===== config.mk =====
export PLATFORM = sky130hd
export DESIGN_NAME = fifo_bridge_wr
export DESIGN_NICKNAME = d
export VERILOG_FILES = /design/src/rtl/fifo_bridge_pkg.sv /design/src/rtl/bridge_flag_sync.sv /design/src/rtl/bridge_cycle_timer.sv /design/src/rtl/bridge_wr_fsm.sv /design/src/rtl/fifo_bridge_wr.sv
export SDC_FILE = /design/constraint.sdc
export NUM_CORES = 1
export LEC_CHECK = 0
export BUFFER_PORTS_ARGS = -buffer_cell sky130_fd_sc_hd__buf_2
export CAP_MARGIN = 20
export CELL_PAD_IN_SITES_DETAIL_PLACEMENT = 0
export CELL_PAD_IN_SITES_GLOBAL_PLACEMENT = 1
export CORE_ASPECT_RATIO = 1.75
export CORE_MARGIN = 8
export CORE_UTILIZATION = 38
export DETAILED_ROUTE_END_ITERATION = 8
export GPL_ROUTABILITY_DRIVEN = 0
export HOLD_SLACK_MARGIN = 0.15
export PLACE_DENSITY_LB_ADDON = 0.15
export SETUP_SLACK_MARGIN = 0.4
export SKIP_LAST_GASP = 1
export SLEW_MARGIN = 10
export SYNTH_ARGS = -nofsm -noshare
export SYNTH_HDL_FRONTEND = slang
export SYNTH_HIERARCHICAL = 1
export SYNTH_SLANG_ARGS = --single-unit

===== constraint.sdc =====
create_clock -name clk -period 2.1 [get_ports clk]
set_input_delay 0.21 -clock clk [delete_from_list [all_inputs] [get_ports clk]]
set_output_delay 0.21 -clock clk [all_outputs]
set_load 0.01 [all_outputs]

===== src/rtl/fifo_bridge_pkg.sv =====
package fifo_bridge_pkg;

    typedef enum logic [1:0] {
        ST_POLL    = 2'd0,
        ST_STROBE  = 2'd1,
        ST_RECOVER = 2'd2
    } wr_state_e;

    // Whole cycles covering a minimum time, never fewer than one.
    function automatic int cycles_for(input int min_ns, input int period_ns);
        int c;
        c = (min_ns + period_ns - 1) / period_ns;
        return (c < 1) ? 1 : c;
    endfunction

    function automatic int max_of(input int a, input int b);
        return (a > b) ? a : b;
    endfunction

endpackage


===== src/rtl/bridge_flag_sync.sv =====
module bridge_flag_sync #(
    parameter int STAGES    = 2,
    parameter bit RESET_VAL = 1'b1
) (
    input  logic clk,
    input  logic rst,
    input  logic async_in,
    output logic sync_out
);
    logic [STAGES-1:0] chain_d;
    logic [STAGES-1:0] chain_q;

    generate
        if (STAGES == 1) begin : g_single
            always_comb chain_d = async_in;
        end else begin : g_multi
            always_comb chain_d = {chain_q[STAGES-2:0], async_in};
        end
    endgenerate

    always_ff @(posedge clk) begin
        if (rst) chain_q <= {STAGES{RESET_VAL}};
        else     chain_q <= chain_d;
    end

    assign sync_out = chain_q[STAGES-1];
endmodule


===== src/rtl/bridge_cycle_timer.sv =====
module bridge_cycle_timer #(
    parameter int CNT_W = 3
) (
    input  logic             clk,
    input  logic             rst,
    input  logic             load,
    input  logic [CNT_W-1:0] load_val,
    output logic             expired
);
    logic [CNT_W-1:0] cnt_d;
    logic [CNT_W-1:0] cnt_q;

    always_comb begin
        cnt_d = cnt_q;
        if (load)
            cnt_d = load_val;
        else if (cnt_q != '0)
            cnt_d = cnt_q - 1'b1;
    end

    always_ff @(posedge clk) begin
        if (rst) cnt_q <= '0;
        else     cnt_q <= cnt_d;
    end

    assign expired = (cnt_q == '0);

    // windows rest on the counter settling at zero once it gets there
    p_zero_sticks_r6: assert property (@(posedge clk) disable iff (rst)
        (expired && !load) |=> expired)
        else $error("timer left zero without a load");

    p_load_taken_r4: assert property (@(posedge clk) disable iff (rst)
        load |=> (cnt_q == $past(load_val)))
        else $error("timer did not take load value");
endmodule


===== src/rtl/bridge_wr_fsm.sv =====
module bridge_wr_fsm
    import fifo_bridge_pkg::*;
#(
    parameter int DATA_W      = 8,
    parameter int PULSE_CYC   = 5,
    parameter int RECOVER_CYC = 5,
    parameter int CNT_W       = 3
) (
    input  logic              clk,
    input  logic              rst,
    input  logic [DATA_W-1:0] data_in,
    input  logic              in_valid,
    output logic              in_ready,
    input  logic              space_sync_n,
    input  logic              tmr_expired,
    output logic              tmr_load,
    output logic [CNT_W-1:0]  tmr_val,
    output logic              wr,
    output logic [DATA_W-1:0] data_out,
    output logic              data_oe
);
    localparam logic [CNT_W-1:0] PULSE_LD   = CNT_W'(PULSE_CYC - 1);
    localparam logic [CNT_W-1:0] RECOVER_LD = CNT_W'(RECOVER_CYC - 1);

    typedef struct packed {
        wr_state_e         st;
        logic [DATA_W-1:0] byte_v;
        logic              wr;
        logic              oe;
    } fsm_regs_t;

    fsm_regs_t regs_d;
    fsm_regs_t regs_q;
    logic      take_d;

    always_comb begin
        regs_d   = regs_q;
        tmr_load = 1'b0;
        tmr_val  = '0;
        take_d   = (regs_q.st == ST_POLL) && !space_sync_n && in_valid;
        unique case (regs_q.st)
            ST_POLL: begin
                if (take_d) begin
                    regs_d.byte_v = data_in;
                    regs_d.st     = ST_STROBE;
                    regs_d.wr     = 1'b1;
                    regs_d.oe     = 1'b1;
                    tmr_load      = 1'b1;
                    tmr_val       = PULSE_LD;
                end
            end
            ST_STROBE: begin
                if (tmr_expired) begin
                    regs_d.st = ST_RECOVER;
                    regs_d.wr = 1'b0;
                    regs_d.oe = 1'b0;
                    tmr_load  = 1'b1;
                    tmr_val   = RECOVER_LD;
                end
            end
            ST_RECOVER: begin
                if (tmr_expired)
                    regs_d.st = ST_POLL;
            end
            default: begin
                regs_d.st = ST_POLL;
                regs_d.wr = 1'b0;
                regs_d.oe = 1'b0;
            end
        endcase
    end

    always_ff @(posedge clk) begin
        if (rst) begin
            regs_q.st     <= ST_POLL;
            regs_q.byte_v <= '0;
            regs_q.wr     <= 1'b0;
            regs_q.oe     <= 1'b0;
        end else begin
            regs_q <= regs_d;
        end
    end

    assign in_ready = (regs_q.st == ST_POLL) && !space_sync_n;
    assign wr       = regs_q.wr;
    assign data_oe  = regs_q.oe;
    assign data_out = regs_q.byte_v;

    // Run-length counter for checking the strobe width
    logic [CNT_W:0] wr_run_q;
    always_ff @(posedge clk) begin
        if (rst || !wr) wr_run_q <= '0;
        else            wr_run_q <= wr_run_q + 1'b1;
    end

    p_pulse_width_r4: assert property (@(posedge clk) disable iff (rst)
        (!wr && wr_run_q != '0) |-> (wr_run_q == (CNT_W+1)'(PULSE_CYC)))
        else $error("strobe width differs from PULSE_CYC");

    p_start_after_handshake_r4: assert property (@(posedge clk) disable iff (rst)
        (in_valid && in_ready) |=> wr)
        else $error("handshake did not start strobe");

    p_bus_stable_r3: assert property (@(posedge clk) disable iff (rst)
        (wr && $past(wr)) |-> $stable(data_out))
        else $error("data bus moved during strobe");

    p_capture_r3: assert property (@(posedge clk) disable iff (rst)
        (in_valid && in_ready) |=> (data_out == $past(data_in)))
        else $error("captured byte mismatch");

    p_no_capture_r8: assert property (@(posedge clk) disable iff (rst)
        !(in_valid && in_ready) |=> $stable(data_out))
        else $error("byte changed without handshake");

    p_ready_idle_only_r2: assert property (@(posedge clk) disable iff (rst)
        in_ready |-> (!wr && !data_oe))
        else $error("ready during a write");
endmodule


===== src/rtl/fifo_bridge_wr.sv =====
module fifo_bridge_wr
    import fifo_bridge_pkg::*;
#(
    parameter int DATA_W         = 8,
    parameter int CLK_PERIOD_NS  = 10,
    parameter int PULSE_MIN_NS   = 50,
    parameter int RECOVER_MIN_NS = 50,
    parameter int SYNC_STAGES    = 2
) (
    input  logic              clk,
    input  logic              rst,
    input  logic [DATA_W-1:0] data_in,
    input  logic              in_valid,
    output logic              in_ready,
    input  logic              space_n,
    output logic              wr,
    output logic [DATA_W-1:0] data_out,
    output logic              data_oe
);
    localparam int PULSE_CYC   = cycles_for(PULSE_MIN_NS, CLK_PERIOD_NS);
    localparam int RECOVER_CYC = cycles_for(RECOVER_MIN_NS, CLK_PERIOD_NS);
    localparam int LONGEST     = max_of(PULSE_CYC, RECOVER_CYC);
    localparam int CNT_W       = max_of(1, $clog2(LONGEST + 1));

    logic             space_sync_n;
    logic             tmr_expired;
    logic             tmr_load;
    logic [CNT_W-1:0] tmr_val;

    bridge_flag_sync #(
        .STAGES    (SYNC_STAGES),
        .RESET_VAL (1'b1)
    ) u_sync (
        .clk      (clk),
        .rst      (rst),
        .async_in (space_n),
        .sync_out (space_sync_n)
    );

    bridge_cycle_timer #(
        .CNT_W (CNT_W)
    ) u_timer (
        .clk      (clk),
        .rst      (rst),
        .load     (tmr_load),
        .load_val (tmr_val),
        .expired  (tmr_expired)
    );

    bridge_wr_fsm #(
        .DATA_W      (DATA_W),
        .PULSE_CYC   (PULSE_CYC),
        .RECOVER_CYC (RECOVER_CYC),
        .CNT_W       (CNT_W)
    ) u_fsm (
        .clk          (clk),
        .rst          (rst),
        .data_in      (data_in),
        .in_valid     (in_valid),
        .in_ready     (in_ready),
        .space_sync_n (space_sync_n),
        .tmr_expired  (tmr_expired),
        .tmr_load     (tmr_load),
        .tmr_val      (tmr_val),
        .wr           (wr),
        .data_out     (data_out),
        .data_oe      (data_oe)
    );

    p_oe_tracks_wr_r5: assert property (@(posedge clk) disable iff (rst)
        data_oe == wr)
        else $error("output enable and strobe disagree");

    p_gap_after_fall_r6: assert property (@(posedge clk) disable iff (rst)
        $fell(wr) |-> !in_ready)
        else $error("ready right after strobe fell");

    p_flag_blocks_r7: assert property (@(posedge clk) disable iff (rst)
        space_sync_n |-> !in_ready)
        else $error("ready while no space");
endmodule


Yosys cells after proc, flatten, opt, wreduce, memory -nomap -nowiden
Index checks and enable logic that the tools add are counted.
W data, S select, Z words.
{"block": "totals", "regBits": 17, "inputBits": 12, "wordCells": 36, "out_inout_bits": 11}
{"block": "classes", "n_eq_ne": 5, "n_reduce_logical": 10, "n_mux": 13, "n_addsub": 1, "n_bitwise": 1}
{"op": "$mux W12", "count": 1}
{"op": "$mux W3", "count": 4}
{"op": "$pmux W2 S3", "count": 2}
{"op": "$pmux W3 S2", "count": 1}
{"op": "$reduce_and A3 Y1", "count": 2}
{"op": "$mux W2", "count": 2}
{"op": "$ne A2 B2 Y1 const B", "count": 2}
{"op": "$logic_not A3 Y1", "count": 1}
{"op": "$reduce_bool A3 Y1", "count": 1}
{"op": "$sub A3 B1 Y3 const B", "count": 1}
{"op": "$eq A2 B1 Y1 const B", "count": 1}
{"op": "$eq A2 B2 Y1 const B", "count": 1}
{"op": "$logic_and A1 B1 Y1", "count": 2}
{"op": "$logic_not A2 Y1", "count": 1}
{"op": "$mux W1", "count": 2}
{"op": "$ne A2 B1 Y1 const B", "count": 1}
{"op": "$pmux W1 S2", "count": 1}
{"op": "$reduce_and A2 Y1", "count": 1}
{"op": "$reduce_bool A2 Y1", "count": 1}
{"op": "$logic_not A1 Y1", "count": 1}
{"op": "$not A1 Y1", "count": 1}

Logic depth before layout (Yosys ltp)
{"block": "logic_depth", "ltp_word": 6, "mapped_depth": 9, "mapped_depth_nobuf": 8}

By module
Netlist, hierarchy kept.
{"module": "bridge_wr_fsm", "area_each_um2": 605.6, "cells_each": 63, "n_inst": 1, "seq_area_each_um2": 220.2}
{"module": "bridge_cycle_timer", "area_each_um2": 206.4, "cells_each": 22, "n_inst": 1, "seq_area_each_um2": 60.1}
{"module": "bridge_flag_sync", "area_each_um2": 52.6, "cells_each": 4, "n_inst": 1, "seq_area_each_um2": 40.0}

Worst setup path before layout
Ideal clock, no wire load.
{"block": "synth_path", "kind": "reg-to-reg", "from": "reg u_fsm/regs_q[10] (netlist bit)", "to": "reg u_timer.cnt_q[0]", "required_ns": 1.988, "slack_ns": 0.524, "synth_period_minus_slack_ns": 1.576, "setup_ns": 0.112, "path_buffers": 0, "arrival_time_ns": 1.464, "path_stages_with_launch": 5, "cell_sequence": "dfxtp_1 or4b_4 nand2_1 nor2b_1 a2111oi_1"}
{"block": "synth_between", "elab_chain_len": 6, "word_cells_on_any_way": 9, "cone_classes": "1 x eq/ne; 4 x mux; 4 x reduce/logical"}
{"element": "from (decl)", "line": "bridge_wr_fsm.sv:33", "source": "fsm_regs_t regs_q;"}
{"element": "from (signal assigned)", "line": "bridge_wr_fsm.sv:80", "source": "regs_q <= regs_d;"}
{"element": "$logic_not A2 Y1", "line": "bridge_wr_fsm.sv:40, bridge_wr_fsm.sv:41"}
{"element": "$logic_and A1 B1 Y1 (2 in a row)", "line": "bridge_wr_fsm.sv:40", "source": "take_d = (regs_q.st == ST_POLL) && !space_sync_n && in_valid;"}
{"element": "$mux W1", "line": "bridge_wr_fsm.sv:43", "source": "if (take_d) begin"}
{"element": "$pmux W1 S2 (*)", "line": "bridge_wr_fsm.sv:41", "source": "unique case (regs_q.st)"}
{"element": "named net tmr_load", "line": "fifo_bridge_wr.sv:27", "source": "logic tmr_load;"}
{"element": "$mux W3 or $reduce_bool A2 Y1 (tied branches)"}
{"element": "to (signal assigned)", "line": "bridge_cycle_timer.sv:23", "source": "else cnt_q <= cnt_d;"}
{"element": "to (decl)", "line": "bridge_cycle_timer.sv:11", "source": "logic [CNT_W-1:0] cnt_q;"}
The timed path passes the listed nets; every way through them passes the cells marked *.
A chain may end at the register's enable or synchronous reset.

Final worst setup path
{"block": "layout_path", "from": "reg u_fsm/regs_q[11] (netlist bit)", "to": "reg u_timer.cnt_q[0]"}
The elaborated chain is that of the path after synthesis.

==> results.py <==
metrics = {
    "status": {
        "status": "complete, no violations",
    },
    "grt": {
        "grt-ovfl-total": 0,
        "grt_usage_pct": 7.86,
        "grt_pass1_wl_mm": 2.52,
        "grt_max_degree": 26,
        "grt_pass1_vias": 582,
        "antenna_found_initial": 0,
    },
    "pwr": {
        "p_int_mw": 0.691,
        "seqPwrFrac_pct": 38.7,
        "clock_power_share_pct": 27.1,
        "power.total_mw": 0.978,
        "swShare_pct": 29.3,
        "p_switching_mw": 0.287,
        "powerDensity_mw_per_mm2": 925,
        "ir_drop_mv": 0.544,
        "leakage_nw": 0.441,
        "combPwrFrac_pct": 34.2,
    },
    "place": {
        "io_buffers": 22,
        "dpl.hpwl_mm": 1.19,
    },
    "floorplanning": {
        "start_util_pct": 39.0,
        "rows": 23,
        "io_pins": 23,
        "core_mm2": 0.00222,
        "dieHeight_um": 79.1,
        "die_x_um": 52.1,
        "dieArea_mm2": 0.00412,
    },
    "logic_synthesis": {
        "syn_area_um2": 865,
        "ys_warn_count": 6,
        "synthCells": 89,
        "ys_seq_area_share_pct": 37.0,
        "synth-seq-cells": 16,
        "synth_cell_type_count": 24,
        "syn_avg_cell_area_um2": 9.71,
    },
    "sta": {
        "maxClockFrequency_mhz": 611,
        "setup_violations": 0,
        "finalCriticalPeriod_ps": 1640,
        "final_max_slew_viol_count": 0,
        "finalCritPeriodShare_pct": 77.9,
        "clock_skew_ps": 2.15,
        "timing.setup.tns_ps": 0,
        "grt_setup_unrepaired": "false",
        "hold_viol": 0,
    },
    "layout": {
        "drive_gt1_share_pct": 45.3,
        "fillers": 227,
        "final_nets": 121,
        "seqCellArea_um2": 323,
        "area_delta_synth_final_pct": 22.3,
        "n_antenna_cell": 0,
        "multi_input_area_um2": 490,
    },
    "worst_hold_path": {
        "holdPathStages": 3,
        "hp-class": "primary input to flop",
    },
    "detailed_routing": {
        "wl_mm": 1.69,
        "vias": 617,
        "drc": 0,
        "drt_iter0_drc": 16,
        "routedWlPerCell_um": 12.9,
        "antenna_left": 0,
        "dr.pass1.iters": 4,
        "viasPerCell": 4.71,
    },
    "cts": {
        "root_buffer": "clkbuf_8",
        "cts_sinks": 16,
        "cts_htree_levels": 1,
        "cts-buffers-inserted": 3,
        "cts_max_path_buffers": 2,
        "cts_tree": "yes",
        "clock_latency_ps": 240,
        "clk_pin_slew_worst_paths_ps": 60,
    },
    "setup_path": {
        "critPathRequiredTime_ps": 2230,
        "reg2reg_depth": 4,
        "path_max_fanout": 7,
        "critPathKind": "flop to flop",
        "arrival_ps": 1770,
        "worst_setup_path_start_kind": "flop",
        "endpoint_kind": "flop",
    },
    "job": {
        "max-cap-violations": 0,
    },
}
## power by group through the flow
stage                     Clock [mW]  Combinational, mW  Sequential (mW)
after floorplan                    0              0.186            0.363
after global placement             0              0.221            0.369
after detailed placement           0              0.231            0.371
after CTS                      0.279              0.234            0.365
after global routing           0.287              0.366            0.385
final                          0.265              0.334            0.379
## cells by family after synthesis
kind of cell	synth area share, %
AOI/OAI and AO/OA	7.96
adders and majority gates	2.89
buffers and inverters	13.9
DFF	37.0
muxes	9.26
other	0.434
and+or+nand+nor	28.5
## metrics by stage
step	util (%)	hold WS, ps	cells	cell area (um2)	worst slack [ps]
after floorplan	-	278	90	868	524
after global placement	41.4	385	123	918	331
after detailed placement	41.4	391	123	918	294
after CTS	44.7	220	128	991	390
after global routing	47.7	227	131	1060	392
final	47.7	224	131	1060	464
## layout by cell type (no fill, tap or decap), drive strengths merged, types with 2 or more instances in the layout
master and n:
a21oi 2, conb 2, buf 25, a2111oi 2
dfxtp 16, nand2 2, or3b 3, nand2b 17
mux2i 8, or2 2, nor4b 3, clkbuf 4
nor2b 6, ha 2, inv 4
## flip-flops by register name, summed over array words and instances (netlist names)
| register | flops |
|---|---|
| u_timer/cnt_q | 3 |
| u_fsm/regs_q | 2 |
| u_fsm/data_out | 8 |
| u_sync/chain_q | 2 |
| u_fsm/wr | 1 |
## area by class of cell
class | count | share of cell area [%]
Clock buffer | 4 | 5.21
Inverter | 4 | 1.42
Multi-Input combinational cell | 56 | 46.4
Sequential cell | 16 | 30.5
Tap cell | 25 | 2.96
Timing Repair Buffer | 26 | 13.5
## critical path, stage by stage (launching register included)
cell,delay [ps]
dfxtp_1,370
or4b_4,600
nand2_4,130
nor2b_1,60
a2111oi_2,370
## routing by layer
| metal | GRT usage [%] | vias to the layer above | wire length [um] |
|---|---|---|---|
| met3 | 2.24 | 2 | 107 |
| met2 | 13.4 | 10 | 924 |
| met1 | 7.99 | 286 | 637 |
| li1 | - | 319 | - |
| met5 | 0 | - | 0 |
| met4 | 4.81 | 0 | 14 |
## cells in the mapped netlist (all sizes together)
library cell   n  share of area, %
nand2b        17                12
dfxtp         16                37
nor3           1              0.58
conb           1              0.43
or3b           3               3.0
inv            4               1.7
buf           13                11
nor4b          3               3.0
a311oi         1               1.7
or4b           1               1.6
a21oi          2               1.6
nor2b          6               4.3
o21ai          1              0.58
o2bb2ai        1               1.7
nand3b         1              0.87
nand2          1              0.43
a2111oi        2               2.3
or2b           1              0.87
clkbuf         2              0.87
mux2i          8               9.3
or2            2               1.4
ha             2               2.9
## path summary, 6_finish.rpt
path | startpoint | to | slack (ps)
worst min register to register | u_sync/chain_q[0] | u_sync/chain_q[1] | 410
worst max register to register | u_fsm/regs_q[11] | u_timer/cnt_q[0] | 460
worst max-delay path | u_fsm/regs_q[11] | u_timer/cnt_q[0] | 460
worst min-delay path | data_in[0] | u_fsm/data_out[0] | 220
## timing repair
action                                  4_1_cts  5_1_grt
hold buffers                                  1        0
gates resized for setup                       2       11
pin swaps                                     0        3
setup buffers                                 0        2
cloned                                        0        1
endpoints found under the hold margin         1        0
endpoints found under the setup margin        2        2
Note: power is estimated with default switching activity, not from simulation.
